[config.mk]
export PLATFORM = sky130hd
export DESIGN_NAME = ivc_vector_ctrl
export DESIGN_NICKNAME = d
export VERILOG_FILES = /design/src/rtl/ivc_pkg.sv /design/src/rtl/ivc_fetch_guard.sv /design/src/rtl/ivc_pending.sv /design/src/rtl/ivc_arbiter.sv /design/src/rtl/ivc_vector_ctrl.sv
export SDC_FILE = /design/constraint.sdc
export NUM_CORES = 1
export LEC_CHECK = 0
export CAP_MARGIN = 20
export CELL_PAD_IN_SITES_DETAIL_PLACEMENT = 1
export CELL_PAD_IN_SITES_GLOBAL_PLACEMENT = 1
export CORE_ASPECT_RATIO = 1.5
export CORE_MARGIN = 4
export CORE_UTILIZATION = 25
export CTS_BUF_LIST = sky130_fd_sc_hd__clkbuf_8
export DETAILED_ROUTE_END_ITERATION = 12
export MAX_ROUTING_LAYER = met4
export PLACE_DENSITY_LB_ADDON = 0.1
export RECOVER_POWER = 25
export SLEW_MARGIN = 20
export SYNTH_ARGS = -nofsm -noshare
export SYNTH_HDL_FRONTEND = slang
export SYNTH_SLANG_ARGS = --single-unit
[constraint.sdc]
create_clock -name clk -period 2.2 [get_ports clk]
set_input_delay 0.44 -clock clk [delete_from_list [all_inputs] [get_ports clk]]
set_output_delay 0.44 -clock clk [all_outputs]
set_load 0.005 [all_outputs]
[src/rtl/ivc_pkg.sv]
package ivc_pkg;

    localparam int NUM_SLOTS  = 32;
    localparam int SLOT_W     = $clog2(NUM_SLOTS);
    localparam int SRC_N      = NUM_SLOTS - 1;
    localparam int RST_SLOT   = NUM_SLOTS - 1;
    localparam int NUM_CAUSES = 5;
    localparam int ADDR_W     = 16;

    localparam logic [ADDR_W-1:0] VEC_BASE   = 16'hFFC0;
    localparam logic [ADDR_W-1:0] BLANK_WORD = 16'hFFFF;

    typedef logic [SLOT_W-1:0] slot_t;

    typedef struct packed {
        logic  valid;
        slot_t slot;
    } sel_t;

    // word-aligned vector address for a slot
    function automatic logic [ADDR_W-1:0] vec_of(slot_t s);
        return VEC_BASE | {{(ADDR_W-SLOT_W-1){1'b0}}, s, 1'b0};
    endfunction

endpackage

[src/rtl/ivc_fetch_guard.sv]
module ivc_fetch_guard
    import ivc_pkg::*;
#(
    parameter logic [ADDR_W-1:0] PERIPH_END = 16'h01FF,
    parameter logic [ADDR_W-1:0] RAM_END    = 16'h027F,
    parameter logic [ADDR_W-1:0] INFO_BASE  = 16'h1000,
    parameter logic [ADDR_W-1:0] INFO_END   = 16'h10FF,
    parameter logic [ADDR_W-1:0] CODE_BASE  = 16'hF800
) (
    input  logic              fetch_en,
    input  logic [ADDR_W-1:0] fetch_addr,
    output logic              bad
);

    logic in_periph;
    logic in_gap_low;
    logic in_gap_high;

    always_comb begin
        in_periph   = (fetch_addr <= PERIPH_END);
        in_gap_low  = (fetch_addr > RAM_END)  && (fetch_addr < INFO_BASE);
        in_gap_high = (fetch_addr > INFO_END) && (fetch_addr < CODE_BASE);
        bad         = fetch_en && (in_periph || in_gap_low || in_gap_high);
    end

endmodule

[src/rtl/ivc_pending.sv]
module ivc_pending
    import ivc_pkg::*;
#(
    parameter int                N      = SRC_N,
    parameter logic [N-1:0]      SHARED = '0
) (
    input  logic         clk,
    input  logic         rst,
    input  logic [N-1:0] evt,
    input  logic         take,
    input  slot_t        take_slot,
    output logic [N-1:0] pend
);

    for (genvar g = 0; g < N; g++) begin : g_slot
        if (SHARED[g]) begin : g_level
            // peripheral keeps its own flag; pass the level through
            assign pend[g] = evt[g];
        end else begin : g_latch
            logic hit;
            assign hit = take && (take_slot == slot_t'(g));
            always_ff @(posedge clk) begin
                if (rst)
                    pend[g] <= 1'b0;
                else if (evt[g])
                    pend[g] <= 1'b1;   // a new event beats a same-cycle clear
                else if (hit)
                    pend[g] <= 1'b0;
            end
        end
    end

endmodule

[src/rtl/ivc_arbiter.sv]
module ivc_arbiter
    import ivc_pkg::*;
#(
    parameter int N = NUM_SLOTS
) (
    input  logic [N-1:0] elig,
    output sel_t         win
);

    // ascending scan: the last hit, i.e. the highest slot, is kept
    always_comb begin
        win = '0;
        for (int i = 0; i < N; i++) begin
            if (elig[i]) begin
                win.valid = 1'b1;
                win.slot  = slot_t'(i);
            end
        end
    end

endmodule

[src/rtl/ivc_vector_ctrl.sv]
module ivc_vector_ctrl
    import ivc_pkg::*;
#(
    parameter logic [SRC_N-1:0]  SHARED_MASK     = 31'h411C_0000,
    parameter logic [SRC_N-1:0]  GIE_EXEMPT_MASK = 31'h4000_0000,
    parameter logic [ADDR_W-1:0] PERIPH_END      = 16'h01FF,
    parameter logic [ADDR_W-1:0] RAM_END         = 16'h027F,
    parameter logic [ADDR_W-1:0] INFO_BASE       = 16'h1000,
    parameter logic [ADDR_W-1:0] INFO_END        = 16'h10FF,
    parameter logic [ADDR_W-1:0] CODE_BASE       = 16'hF800
) (
    input  logic                  clk,
    input  logic                  rst,
    input  logic [SRC_N-1:0]      irq_in,
    input  logic [SRC_N-1:0]      irq_en,
    input  logic                  gie,
    input  logic [NUM_CAUSES-1:0] rst_cause,
    input  logic                  fetch_en,
    input  logic [ADDR_W-1:0]     fetch_addr,
    input  logic                  ack,
    input  logic [ADDR_W-1:0]     ack_word,
    output logic                  cpu_req,
    output logic [ADDR_W-1:0]     vector,
    output logic                  deep_sleep
);

    logic                 fetch_bad;
    logic                 rst_hit;
    logic                 rst_pend;
    logic                 take;
    logic                 take_rst;
    logic [SRC_N-1:0]     pend;
    logic [NUM_SLOTS-1:0] elig;
    sel_t                 winner;
    sel_t                 held;

    ivc_fetch_guard #(
        .PERIPH_END (PERIPH_END),
        .RAM_END    (RAM_END),
        .INFO_BASE  (INFO_BASE),
        .INFO_END   (INFO_END),
        .CODE_BASE  (CODE_BASE)
    ) u_guard (
        .fetch_en   (fetch_en),
        .fetch_addr (fetch_addr),
        .bad        (fetch_bad)
    );

    assign take     = ack && held.valid;
    assign take_rst = take && (held.slot == slot_t'(RST_SLOT));
    assign rst_hit  = (|rst_cause) || fetch_bad;

    ivc_pending #(
        .N      (SRC_N),
        .SHARED (SHARED_MASK)
    ) u_pend (
        .clk       (clk),
        .rst       (rst),
        .evt       (irq_in),
        .take      (take),
        .take_slot (held.slot),
        .pend      (pend)
    );

    // reset slot: power-up sets it, any later cause sets it again
    always_ff @(posedge clk) begin
        if (rst)
            rst_pend <= 1'b1;
        else if (rst_hit)
            rst_pend <= 1'b1;
        else if (take_rst)
            rst_pend <= 1'b0;
    end

    assign elig = {rst_pend, pend & irq_en & ({SRC_N{gie}} | GIE_EXEMPT_MASK)};

    ivc_arbiter #(
        .N (NUM_SLOTS)
    ) u_arb (
        .elig (elig),
        .win  (winner)
    );

    // selection is frozen from request until acknowledge
    always_ff @(posedge clk) begin
        if (rst)
            held <= '0;
        else if (held.valid) begin
            if (ack)
                held.valid <= 1'b0;
        end else
            held <= winner;
    end

    always_ff @(posedge clk) begin
        if (rst)
            deep_sleep <= 1'b0;
        else if (rst_hit)
            deep_sleep <= 1'b0;
        else if (take_rst && (ack_word == BLANK_WORD))
            deep_sleep <= 1'b1;
    end

    assign cpu_req = held.valid;
    assign vector  = vec_of(held.slot);

endmodule

==> results of run 1 <==
==> path summary, 6_finish.rpt <==
kind | to | cells after the start | slack (ps)
hold reg to reg | deep_sleep | 2 | 480
hold / removal | deep_sleep | 2 | 480
setup reg to reg | cpu_req | 5 | 450
setup / recovery | deep_sleep | 7 | 290
==> cells in the final DEF (no fill, tap or decap), types with 3 or more instances in the layout <==
master / netlist / routed
clkbuf_8: 0 / 8
a22oi_1: 8 / 8
o21ai_0: 8 / 15
nand2b_1: 5 / 5
a221oi_1: 3 / 3
inv_1: 23 / 23
clkdlybuf4s50_1: 0 / 101
conb_1: 2 / 11
nor3_1: 3 / 3
a21oi_1: 39 / 39
nand4_1: 9 / 9
nand3_1: 10 / 10
nand2_1: 41 / 41
buf_4: 11 / 10
nor2_1: 16 / 16
a41oi_1: 3 / 3
nor2b_1: 3 / 3
o21ai_1: 17 / 10
dfxtp_1: 34 / 34
==> power breakdown <==
group	switching, mW	leakage, nW	internal, mW
combinational	0.172	0.944	0.254
sequential	0.0416	0.285	0.659
clock	0.230	0.0575	0.316
total	0.444	1.29	1.23
==> layout make-up <==
type	instances	area, sq um
well taps	102	128
fillers	960	4430
inverters	24	90.1
multi-input cells	206	1120
repair buffers	113	1110
flip-flops and latches	34	681
clock buffers	8	110
==> metal layers <==
metal  GRT usage  up-vias  part of all wire
met5           -        -                 0
met4      0.0372        0            0.0093
met3      0.0270        7             0.048
met2       0.344       72              0.59
met1       0.162     1110              0.36
li1            -     1179                 -
==> through the flow <==
| stage | worst slack (ps) | cell area (sq um) | setup TNS [ps] | hold slack [ps] | cells |
|---|---|---|---|---|---|
| global route | 169 | 3230 | 0 | 504 | 487 |
| detailed placement | -11.7 | 3120 | -20.3 | 466 | 479 |
| CTS | 273 | 3230 | 0 | 486 | 487 |
| finish | 287 | 3230 | 0 | 477 | 487 |
| floorplan | 518 | 2000 | 0 | 451 | 283 |
| global placement | -3.62 | 3120 | -3.62 | 463 | 479 |
==> sequential cells by signal (all words and copies together), names as in the netlist <==
register / flops
u_pend.pend: 26
cpu_req: 1
vector: 5
rst_pend: 1
deep_sleep: 1
==> kinds of logic after synthesis <==
logic type / after synthesis
simple gates: 96
flops: 34
buf+inv: 43
compound gates: 99
other cells: 2
==> worst max-delay path, stage by stage <==
cell and delay [ps]:
clkdlybuf4s50_1 420, or4_4 540, a2111oi_2 280, a41oi_1 70, o21ai_1 180, nand3_1 90, nor2_1 100
==> out/qor_table.md, run 1 <==
| Stage | Item | Reported |
|---|---|---|
| global route | Pin count of the biggest net entering global routing | 14 |
| logic synthesis | Multiplexer share of the synthesized area | 0 |
| placement | Total of buffers placed on input and output ports | 103 |
| power | Static Leak | 1.29 nW |
| logic synthesis | Compound-gate portion of the synthesized area | 0.313 |
| floorplan | Total Die Area | 9390 sq um |
| floorplan | Number of top-level pins | 122 |
| run | Max-cap violation count | 0 |
| final layout | Final core utilization | 0.422 |
| drt | Vias | 2368 |
| floorplan | Core area | 7660 sq um |
| cts | Post-cts sizing count | 0 |
| worst setup path | CP endpoint kind | flop |
| global route | Aggregate global routing overflow | 0 |
| timing | Clock tree skew after final layout | 9.88 ps |
| drt | Average wire per cell in the routed design | 15.5 um |
| logic synthesis | Post-Synth Simple-Gate Area | 0.234 |
| logic synthesis | Proportion of register bits with asynchronous set or reset after synthesis | 0 |
| timing | Fin. max-slew vios | 0 |
| timing | RSZ-0062 raised after global routing | false |
| cts | CTS clock-pin slew for the worst setup and hold paths | 60 ps |
| status | Run status | finished clean |
| worst setup path | Largest fanout of any net on the critical path | 2 |
| logic synthesis | Post-Synthesis Cell Area | 1970 sq um |
| drt | First-pass detailed-route iteration total | 4 |
| logic synthesis | Mean Syn Cell Area | 7.19 sq um |
| logic synthesis | Share of the synthesized area in the top cell type | 0.346 |
| drt | Post-route DRC | 0 |
| logic synthesis | Post-synth top cells | nand2_1, a21oi_1, dfxtp_1 |
| global route | Number of antenna violations at the first check in global routing | 0 |
| hold path | Hold path startpoint | deep_sleep |
| logic synthesis | Most instantiated library cell after synthesis | nand2_1 |
| final layout | Number of inserted diodes | 0 |
| power | Post-route total power | 1.67 mW |
| logic synthesis | Yosys warning count | 0 |
| worst setup path | Kind of start point of the critical path | input port |
| cts | CTS tree | done |
| power | Worst-case vdd ir drop | 0.000252 V |
| cts | Clock latency at the later pin of the worst-skew pair | 280 ps |
| worst setup path | Classification of the worst setup path | in2reg |
| drt | Mean number of vias per cell | 4.86 |
| drt | Aggregate routed wire length | 7550 um |
| power | Ratio of total power to cell area | 517 nW/um^2 |
| cts | Post-CTS setup repair buffer count | 0 |
| floorplan | DIE HEIGHT | 117 um |
| cts | Hold-fix buffers at CTS | 0 |
| logic synthesis | Main area contributors after synthesis | dfxtp_1, a21oi_1, nand2_1, inv_1, o21ai_1 |
| floorplan | Initial core utilization | 0.257 |
| final layout | Area delta synth->final | 64.2% |
| cts | Sinks on Clock Net | 34 |
| worst setup path | Crit path DAT | 2130 ps |
| placement | Final Wtd Congestion | 0.794 |
| drt | Drt initial violations | 54 |
| worst setup path | Crit path launch | fetch_addr[14] |
| logic synthesis | Count of flip-flops with a built-in enable after synthesis | 0 |
| timing | Crit share post-route | 0.869 |
| global route | Wire length of the first global-routing pass | 11800 um |
| logic synthesis | Number of distinct standard cells referenced by the synthesized netlist | 43 |
| hold path | Class of the tightest hold or removal check | reg2reg |
| floorplan | Row cnt | 39 |
| final layout | Share of layout cells above drive strength 1 | 0.0571 |
| cts | Maximum level of the CTS H-tree | 2 |
| cts | TritonCTS Buffers | 5 |
| cts | Root Buffer | clkbuf_8 |
| logic synthesis | Total of flip-flops plus latches after synthesis | 34 |
| timing | Maximum operating frequency | 523 MHz |
| logic synthesis | Combinational family with the most area after synthesis | compound AO/OA/AOI/OAI gates |
| global route | Global Route Usage Sum | 0.169 |
| drt | Routed Antenna Nets | 0 |
| timing | Period minus WS final | 1910 ps |
| global route | Vias in the first global route | 2476 |
| logic synthesis | Prevailing post-synth register cell | dfxtp_1 |
| logic synthesis | Largest area contributor in the netlist | dfxtp_1 |
| final layout | Number of nets in the layout | 488 |
| worst setup path | Worst path required time | 2420 ps |
| timing | Final number of setup-violating endpoints | 0 |
| cts | Clock Path Buffers | 2 |
| placement | HPWL after detailed placement | 6530 um |
| logic synthesis | Synthesized netlist cell count | 274 |
| timing | Final hold violations | 0 |
| floorplan | Die width | 80.5 um |
| logic synthesis | Share of the synthesized netlist area taken by xor and xnor gates | 0 |
| logic synthesis | Share of synthesized cell area in full adder, half adder and majority cells | 0 |
| logic synthesis | Portion of the post-synthesis area used by sequential elements | 0.346 |
| worst setup path | Reg2reg start | cpu_req |
Power figures use the tool's default switching activity.
==> run 2, diff against run 1 <==
- ABC_AREA: not set -> 1
- CAP_MARGIN: 20 -> not set
- CELL_PAD_IN_SITES_DETAIL_PLACEMENT: 1 -> 0
==> run 2 against run 1 <==
Register-to-register slack worse by 300 ps. Cell area up 5.9%. Clock-buffer cell count shrank 3. Synthesized cell count up 14%. Fmax down 8.7%. Sequential cell count did not move. Synthesized area rose by 5.3%.
==> out/qor_table.md, run 2 <==
| Stage | Item | Reported | vs previous |
|---|---|---|---|
| global route | Global Route Usage Sum | 0.151 | -0.0185 |
| hold path | Class of the tightest hold or removal check | reg2reg |  |
| logic synthesis | Post-Synthesis Cell Area | 2070 sq um | +5.3% |
| timing | Final number of setup-violating endpoints | 0 | unchanged |
| timing | Final hold violations | 0 | unchanged |
| worst setup path | Top delay family on crit path | simple AND/OR/NAND/NOR gates |  |
| floorplan | DIE HEIGHT | 120 um | +2.4% |
| cts | CTS clock-pin slew for the worst setup and hold paths | 70 ps | about the same |
| floorplan | Die width | 82.4 um | +2.3% |
| global route | Number of antenna violations at the first check in global routing | 0 | unchanged |
| timing | RSZ-0062 raised after global routing | true |  |
| logic synthesis | Number of distinct standard cells referenced by the synthesized netlist | 31 | -28% |
| worst setup path | Classification of the worst setup path | in2reg |  |
| floorplan | Total Die Area | 9840 sq um | +4.8% |
| placement | HPWL after detailed placement | 6170 um | -5.6% |
| timing | Clock tree skew after final layout | 1.69 ps | -8.19 ps |
| final layout | Number of inserted diodes | 0 | unchanged |
| status | Run status | finished clean |  |
| worst setup path | CP endpoint kind | flop |  |
| worst setup path | Crit path launch | irq_en[7] |  |
| drt | Mean number of vias per cell | 4.42 | -9.1% |
| floorplan | Number of top-level pins | 122 | unchanged |
| worst setup path | Maximum single-stage delay on the critical path | 470 ps | -70 ps |
| worst setup path | Reg2reg start | u_pend.pend[1] |  |
| cts | Sinks on Clock Net | 34 | unchanged |
| floorplan | Initial core utilization | 0.257 | about the same |
| placement | Total of buffers placed on input and output ports | 103 | unchanged |
| cts | Clock latency at the later pin of the worst-skew pair | 280 ps | about the same |
| timing | Crit share post-route | 0.952 | +0.0826 |
| final layout | Share of layout cells above drive strength 1 | 0.147 | +0.0899 |
| logic synthesis | Total of flip-flops plus latches after synthesis | 34 | unchanged |
| worst setup path | Worst path most repeated cell | nand2_1 |  |
| timing | Setup total negative slack | 0 ps | unchanged |
| logic synthesis | Prevailing post-synth register cell | dfxtp_1 |  |
| logic synthesis | Largest area contributor in the netlist | dfxtp_1 |  |
| final layout | Number of nets in the layout | 546 | +12% |
| cts | Hold-fix buffers at CTS | 0 | unchanged |
| logic synthesis | Yosys warning count | 0 | unchanged |
| final layout | Flip-flop count of the largest register, all copies and words added | 26 | unchanged |
| logic synthesis | Synthesized netlist cell count | 313 | +14% |
| drt | Vias | 2419 | +2.2% |
| run | Max-cap violation count | 0 | unchanged |
| logic synthesis | Share of the synthesized area in the top cell type | 0.328 | -0.0173 |
| timing | Fin. max-slew vios | 0 | unchanged |
| drt | First-pass detailed-route iteration total | 4 | unchanged |
| worst setup path | Number of buffers and inverters on the critical path | 1 | unchanged |
| power | Static Leak | 1.52 nW | +18% |
| global route | Pin count of the biggest net entering global routing | 29 | +15 |
| drt | Routed Antenna Nets | 0 | unchanged |
| placement | Final Wtd Congestion | 0.802 | +1.0% |
| cts | Clock Path Buffers | 2 | unchanged |
| final layout | Register with the highest flop count | u_pend.pend |  |
| worst setup path | Library cell contributing the largest single delay on the critical path | clkdlybuf4s50_1 |  |
| power | Ratio of total power to cell area | 462 nW/um^2 | -11% |
| logic synthesis | Mean Syn Cell Area | 6.62 sq um | -7.8% |
| cts | Maximum level of the CTS H-tree | 2 | unchanged |
| logic synthesis | Proportion of register bits with asynchronous set or reset after synthesis | 0 | unchanged |
| timing | Period minus WS final | 2090 ps | +182 ps |
| logic synthesis | Count of flip-flops with a built-in enable after synthesis | 0 | unchanged |
| floorplan | Core area | 8060 sq um | +5.2% |
| drt | Drt initial violations | 69 | +28% |
| drt | Post-route DRC | 0 | unchanged |
| cts | TritonCTS Buffers | 5 | unchanged |
| worst setup path | Kind of start point of the critical path | input port |  |
| final layout | Commonest cells after routing, fill and taps aside | clkdlybuf4s50_1, nand2_1, nor2_1 |  |
| logic synthesis | Post-synth top cells | nand2_1, nor2_1, dfxtp_1 |  |
| final layout | Most frequent standard cell in the layout excluding fill and tap cells | clkdlybuf4s50_1 |  |
| hold path | Hold path startpoint | u_pend.pend[14] |  |
| timing | Maximum operating frequency | 477 MHz | -8.7% |
| drt | Average wire per cell in the routed design | 13.0 um | -16% |
| global route | Aggregate global routing overflow | 0 | unchanged |
| final layout | Area delta synth->final | 65.2% |  |
| cts | CTS tree | done |  |
| worst setup path | Crit path DAT | 2320 ps | +190 ps |
| floorplan | Row cnt | 40 | +2.6% |
| drt | Aggregate routed wire length | 7140 um | -5.5% |
| power | Worst-case vdd ir drop | 0.000252 V | -0.20% |
| logic synthesis | Main area contributors after synthesis | dfxtp_1, nand2_1, nor2_1, a21oi_1, nand3_2 |  |
| logic synthesis | Portion of the post-synthesis area used by sequential elements | 0.328 | -0.0173 |
| global route | Vias in the first global route | 2442 | -1.4% |
| worst setup path | Worst path required time | 2420 ps | about the same |
| global route | Wire length of the first global-routing pass | 11000 um | -6.9% |
| logic synthesis | Most instantiated library cell after synthesis | nand2_1 |  |
| cts | Root Buffer | clkbuf_8 |  |
| timing | Worst Hold Slack | 477 ps | +0.360 ps |
| worst setup path | Largest fanout of any net on the critical path | 2 | unchanged |
## run 2: timing repair
action / 4_1_cts / 5_1_grt
gates resized for setup: 9 / 11
setup endpoints to repair: 3 / 1
setup buffers: 3 / 1
gates cloned: 0 / 0
pin swaps: 8 / 13
## run 2: worst reg2reg max path: cells and delay by family, from the launching register on
kind / cells / cell delay [ps]
buf+inv: 1 / 60
simple gates: 30 / 1520
flops: 1 / 330
compound gates: 1 / 100
## run 2: metal layers
layer,global-route usage,share of wire,vias to the layer above,wire [um]
li1,-,-,1273,-
met1,0.161,0.39,1056,2790
met2,0.276,0.53,84,3810
met4,0.0374,0.011,0,82
met3,0.0285,0.064,6,458
met5,-,0,-,0
## run 2: final timing paths
check / endpoint / slack [ps] / cells past startpoint
worst min-delay path: u_pend.pend[14] / 480 / 2
worst max-delay path: vector[1] / 110 / 27
worst min register to register: u_pend.pend[14] / 480 / 2
worst max register to register: vector[1] / 150 / 32
## run 2: report_power, final
group          total, mW  switching, mW  internal [mW]
clock              0.425          0.216          0.209
combinational      0.459          0.190          0.269
sequential         0.699         0.0399          0.659
## run 2: kinds of logic (layout without fill, tap and decap cells)
kind of cell / Yosys count / count (layout) / share of synthesized area
compound gates: 60 / 60 / 0.168
buf+inv: 49 / 169 / 0.124
flops: 34 / 34 / 0.328
other cells: 2 / 11 / 0.00362
simple gates: 168 / 168 / 0.375
## run 2: area by class of cell
| cell class | instances | area [sq um] |
|---|---|---|
| multi-input combinational | 239 | 1190 |
| inverter | 31 | 119 |
| clock inverter | 2 | 7.51 |
| sequential | 34 | 682 |
| timing repair buffer | 131 | 1230 |
| fill | 887 | 4630 |
| clock buffer | 5 | 68.8 |
| tap | 105 | 131 |
## run 2: stage by stage
step / power [mW] / utilization / instances / area, sq um / worst slack [ps]
floorplan: 0.905 / - / 322 / 2110 / 223
global placement: 1.17 / 0.411 / 536 / 3310 / -546
detailed placement: 1.17 / 0.411 / 536 / 3310 / -575
CTS: 1.60 / 0.423 / 546 / 3410 / 7.21
global route: 1.68 / 0.425 / 547 / 3420 / -154
finish: 1.58 / 0.425 / 547 / 3420 / 105
